**src/rtl/gm_pkg.sv**
```systemverilog
package gm_pkg;
  typedef enum logic [1:0] {
    ST_RUN   = 2'd0,
    ST_DBNC  = 2'd1,
    ST_GREEN = 2'd2
  } gm_state_t;
endpackage

```
**src/rtl/gm_gap_timer.sv**
```systemverilog
// Counts clock cycles since the last switching event (reset counts as one).
module gm_gap_timer #(
  parameter int LIMIT = 240,
  parameter int CW    = 8
) (
  input  logic          clk,
  input  logic          rst,
  input  logic          evt_i,
  output logic [CW-1:0] span_o
);
  logic [CW-1:0] cnt;

  always_ff @(posedge clk) begin
    if (rst || evt_i) begin
      cnt <= '0;
    end else if (cnt != CW'(LIMIT)) begin
      cnt <= cnt + CW'(1);
    end
  end

  // interval of an event sampled in this cycle
  assign span_o = cnt + CW'(1);
endmodule

```
**src/rtl/gm_run_counter.sv**
```systemverilog
// Tracks consecutive normal-period switching cycles.
module gm_run_counter #(
  parameter int NORM_CYC  = 20,
  parameter int EXIT_RUNS = 7,
  parameter int CW        = 8,
  parameter int RW        = 3
) (
  input  logic          clk,
  input  logic          rst,
  input  logic          evt_i,
  input  logic [CW-1:0] span_i,
  output logic          hit_o
);
  logic [RW-1:0] run;
  logic          normal;

  assign normal = (span_i <= CW'(NORM_CYC));
  assign hit_o  = evt_i && normal && (run == RW'(EXIT_RUNS - 1));

  always_ff @(posedge clk) begin
    if (rst) begin
      run <= '0;
    end else if (evt_i) begin
      if (!normal) begin
        run <= '0;
      end else if (run != RW'(EXIT_RUNS)) begin
        run <= run + RW'(1);
      end
    end
  end
endmodule

```
**src/rtl/idle_green_ctrl.sv**
```systemverilog
module idle_green_ctrl #(
  parameter int IDLE_CYC     = 80,
  parameter int DBNC_CYC     = 160,
  parameter int EXIT_GAP_CYC = 40,
  parameter int NORM_CYC     = 20,
  parameter int EXIT_RUNS    = 7
) (
  input  logic clk,
  input  logic rst,
  input  logic sw_evt,
  output logic green_o,
  output logic gate_en_o
);
  import gm_pkg::*;

  localparam int LIM = IDLE_CYC + DBNC_CYC;
  localparam int CW  = $clog2(LIM + 2);
  localparam int RW  = $clog2(EXIT_RUNS + 1);

  logic [CW-1:0] span;
  logic          run_hit;
  logic          gap_exit;
  gm_state_t     state, nxt;

  gm_gap_timer #(.LIMIT(LIM), .CW(CW)) gap_i (
    .clk    (clk),
    .rst    (rst),
    .evt_i  (sw_evt),
    .span_o (span)
  );

  gm_run_counter #(.NORM_CYC(NORM_CYC), .EXIT_RUNS(EXIT_RUNS), .CW(CW), .RW(RW)) runs_i (
    .clk    (clk),
    .rst    (rst),
    .evt_i  (sw_evt),
    .span_i (span),
    .hit_o  (run_hit)
  );

  assign gap_exit = sw_evt && (span > CW'(NORM_CYC)) && (span < CW'(EXIT_GAP_CYC));

  always_comb begin
    nxt = state;
    case (state)
      ST_RUN:   if (!sw_evt && span >= CW'(IDLE_CYC)) nxt = ST_DBNC;
      ST_DBNC:  if (sw_evt) nxt = ST_RUN;
                else if (span >= CW'(LIM)) nxt = ST_GREEN;
      ST_GREEN: if (gap_exit || run_hit) nxt = ST_RUN;
      default:  nxt = ST_RUN;
    endcase
  end

  always_ff @(posedge clk) begin
    if (rst) begin
      state     <= ST_RUN;
      green_o   <= 1'b0;
      gate_en_o <= 1'b1;
    end else begin
      state     <= nxt;
      green_o   <= (nxt == ST_GREEN);
      gate_en_o <= (nxt != ST_GREEN);
    end
  end
endmodule

```
**config.mk**
```make
export PLATFORM = sky130hd
export DESIGN_NAME = idle_green_ctrl
export DESIGN_NICKNAME = d
export VERILOG_FILES = /design/src/rtl/gm_pkg.sv /design/src/rtl/gm_gap_timer.sv /design/src/rtl/gm_run_counter.sv /design/src/rtl/idle_green_ctrl.sv
export SDC_FILE = /design/constraint.sdc
export NUM_CORES = 1
export LEC_CHECK = 0
export ABC_AREA = 0
export BUFFER_PORTS_ARGS = -buffer_cell sky130_fd_sc_hd__buf_2
export CORE_MARGIN = 8
export CORE_UTILIZATION = 53
export DETAILED_ROUTE_END_ITERATION = 7
export PLACE_DENSITY = 0.73
export SETUP_SLACK_MARGIN = 0.3
export SYNTH_ARGS = -nofsm -noshare
export SYNTH_HDL_FRONTEND = slang
export SYNTH_SLANG_ARGS = --single-unit
```
**constraint.sdc**
```tcl
create_clock -name clk -period 2.1 [get_ports clk]
set_clock_uncertainty 0.2 [all_clocks]
set_input_delay 0.21 -clock clk [delete_from_list [all_inputs] [get_ports clk]]
set_output_delay 0.21 -clock clk [all_outputs]
set_load 0.05 [all_outputs]
```
==> summary by stage <==
Floorplan
The number of top-level pins is 5. The die is 58.7 microns tall. The initial core utilization is 55.9%. The die footprint is 3440 sq um. In this run the core area contains 15 standard-cell rows. Measured along the x axis, the die boundary spans 58.7 microns. The floorplan step defined a core boundary enclosing 1730 sq um.

Drt
The residual antenna-violating net count after detailed routing is 0. The number of vias in the routed layout is 912. The first routing iteration left 25 violations. The detailed-route vias per instance is 5.85. The wire length per cell is 15.1 microns. After detailed routing, the number of remaining DRC violations is 0. The final layout contains routed wiring with a total length of 2.36 mm.

Before antenna repair, the detailed router went through 4 iterations.

Synthesis
The number of warnings reported in the yosys synthesis log is 0. After synthesis the cells add up to 965 sq um. Of the synthesized area, sequential elements account for 31.1%.

The number of distinct library cell variants in the gate-level netlist after synthesis is 43. Sorting the synthesized cells by area gives the leading types as dfxtp_1 (31%), ha_1 (6.5%), xnor2_1 (5.4%). The primary flip-flop cell chosen by synthesis mapping is dfxtp_1.

The biggest area contributor in the post-synthesis netlist is dfxtp_1. Counting flops and latches in the post-synthesis netlist gives 15. Synthesis produced a netlist with a net count of 121. Yosys mapped a number of flops with a built-in enable equal to 0. The number of instances in the synthesized netlist is 113. Counting flops with an async set or reset pin after synthesis yields a share of 0%.

The fraction of post-synthesis cell area in the top cell type by area is 31.1%. The synthesized area per cell is 8.54 sq um.

Critical path
For this run, the slowest stage of the critical path takes 0.39 ns. The startpoint type of the worst setup path is a register. The slowest cell on the critical path is dfxtp_4. Counting both buffers and inverters, the worst setup path holds a total of 1. Data on the critical path is required at its endpoint by 2.10 ns. The endpoint class of the critical path is a register. The kind of critical path is register to register. The cell family contributing the most delay on the critical path is compound AO/OA/AOI/OAI gates. Traced cell by cell, the critical path runs through ha_4 -> buf_4 -> or2b_1 -> a31oi_1 -> a21o_1 -> a31oi_2 -> o211a_1.

At the worst endpoint, the arrival time is 1.89 ns. The maximum net fanout on the critical path is 6.

Timing
The clock period could shrink to 1.89 ns. The count of endpoints failing hold in the final timing report is 0. Static timing analysis puts the maximum clock frequency at 529 MHz. Measured against its own limit, the worst slew margin works out to 74.5%.

The max-slew violation count is 0. The total negative setup slack is 0 ns. Setup violations remaining at the end of the flow were counted as 0. The final critical path takes up 90.1% of the cycle.

At the pin with the least slew margin, the transition time is 0.382 ns. Setup repair after global routing could not meet its margin everywhere. The smallest setup slack after layout is 0.209 ns.

Layout
The total area of multi-input combinational cells is 737 sq um. The sequential standard cell area is 315 sq um. The diode insertion count for antenna repair is 0. The number of nets in the layout is 140. The post-route netlist has 35.9% of its cells at a drive strength greater than 1. The core utilization of the finished layout is 74.5%. Summing all non-filler instances in the final layout gives an area of 1290 sq um. The layout overhead on the synthesized area is 33.3%. Counting the fill cells in the layout gives 135.

Flow run
The tool flagged a number of max-cap violations equal to 0.

CTS
The tree is rooted in a clkbuf_4. The total clock buffers created by CTS is 3. CTS built an H-tree with a depth of 1. The clock passes through at most 2 buffers. The clock reaches the later pin of the worst-skew pair after 0.30 ns.

For this design, the sink count on the clock tree is 15. The clock tree from TritonCTS is built. After clock tree synthesis, the clock-pin slew on the worst setup and hold paths is 0.09 ns.

Power and ir drop
The internal portion of the total power is 0.380 mW. The worst-case vdd ir drop is 0.373 mV. Net switching is 24.9% of the power. In this run, the combinational gates consume 9.0% of the power. The sequential group share of total power is 58.0%. The switching power total is 0.126 mW.

The overall power after layout is 0.506 mW. The power density over the cells is 393 nW/um^2. The clock network accounts for 33.0% of the total power. The leakage power is 0.487 nW.

Place
Once detailed placement completed, the half-perimeter wirelength came to 1.46 mm. Prior to clock tree synthesis, the placed netlist has a worst setup slack of 0.0527 ns. After detailed placement, the total cell area comes to 1050 sq um. The final RePlAce weighted congestion is 0.833. The count of buffers added on input and output ports is 4.

Status
The run finished with clean final reports.

GRT
The wire length of the first global-routing pass is 3.54 mm. The initial antenna violation count is 0. Global routing used 13.1% of the available tracks. The number of global-route vias before repair is 771. Entering global routing, the biggest net connects 12 pins. The overflow left after global routing is 0.

Min path
The path class of the lowest-slack min-delay path is input port to register.
[kinds of logic (layout without fill, tap and decap cells)]
logic type | count (synthesis) | in the layout | synth area share (%)
AOI/OAI and AO/OA | 25 | 25 | 18.5
xor gates and xnor gates | 7 | 7 | 7.13
adders and majority gates | 5 | 5 | 6.49
buffers and inverters | 9 | 27 | 5.84
DFF | 15 | 15 | 31.1
and+or+nand+nor | 52 | 52 | 30.9
[Yosys cell counts, types with 2 or more instances]
cell type and n:
a21oi_1 3, a311oi_1 2, a31oi_1 3, and3_1 3, buf_4 2, buf_6 2, clkbuf_1 2, dfxtp_1 15
ha_1 5, inv_1 3, nand2_1 11, nand2b_1 3, nand4_1 2, nor2_1 12, nor2b_1 2, nor4_1 2
nor4b_1 2, o2111ai_1 3, o211ai_1 3, o21ai_0 4, o31ai_1 2, xnor2_1 6
[path summary, 6_finish.rpt]
kind	startpoint	end	slack [ns]	depth (start not counted)
worst min-delay path	sw_evt	runs_i.run[0]	0.02	2
worst max register to register	gap_i.cnt[0]	gate_en_o	0.21	7
worst max-delay path	gap_i.cnt[0]	gate_en_o	0.21	7
worst min register to register	runs_i.run[2]	runs_i.run[2]	0.32	2
[registers in the layout, summed over array words and instances (netlist names)]
register,flops
gate_en_o,1
gap_i.cnt,8
runs_i.run,3
state,2
green_o,1
[placed cells by master (no fill, tap or decap), drive strengths merged, types with 2 or more instances in the layout]
master | synthesis | layout
a21oi | 3 | 3
a311oi | 2 | 2
a31oi | 3 | 3
and3 | 3 | 3
and4 | 2 | 2
buf | 4 | 20
clkbuf | 2 | 3
dfxtp | 15 | 15
ha | 5 | 5
inv | 3 | 3
nand2 | 12 | 12
nand2b | 3 | 3
nand3 | 2 | 2
nand4 | 2 | 2
nor2 | 13 | 13
nor2b | 2 | 2
nor3 | 2 | 2
nor4 | 2 | 2
nor4b | 2 | 2
o2111ai | 3 | 3
o211ai | 3 | 3
o21ai | 4 | 4
o31ai | 2 | 2
or4 | 2 | 2
xnor2 | 6 | 6
[repair_timing]
action                     in CTS  in global routing
hold buffers                    0                  0
setup buffers                   8                  4
pin swaps                       4                  8
gates resized for setup         5                 17
setup endpoints to repair       4                  9
[stage by stage]
| step | hold slack (ns) | cells |
|---|---|---|
| 2_1_floorplan | 0.113 | 113 |
| 3_3_place_gp | 0.298 | 140 |
| 3_5_place_dp | 0.309 | 140 |
| 4_1_cts | 0.0102 | 152 |
| 5_1_grt | 0.0206 | 156 |
| 6_report | 0.0182 | 156 |
[power by group through the flow]
stage               sequential (mW)  combinational [mW]  clock [mW]
detailed placement            0.303              0.0310           0
floorplan                     0.301              0.0228           0
finish                        0.293              0.0456       0.167
global placement              0.302              0.0304           0
CTS                           0.294              0.0387       0.176
global route                  0.294              0.0498       0.184
[worst register-to-register path, delay by kind of cell, from the launching register on]
family / cells / cell delay (ns)
DFF: 1 / 0.39
buffers and inverters: 1 / 0.12
AOI/OAI and AO/OA: 4 / 0.69
adders and majority gates: 1 / 0.18
and+or+nand+nor: 1 / 0.22
[layout make-up]
class	instances	area share, %
Clock inverter	1	0.389
Sequential cell	15	24.5
Multi-Input combinational cell	89	57.3
Clock buffer	3	1.75
Tap cell	25	2.43
Timing Repair Buffer	20	12.7
Inverter	3	0.875
[metal layers]
| metal | track usage [%] | part of all wire (%) |
|---|---|---|
| met3 | 4.78 | 6.5 |
| met1 | 17.1 | 44 |
| met2 | 19.1 | 49 |
| met5 | 0 | 0 |
| met4 | 5.12 | 0.47 |
(Power assumes the default switching activity.)
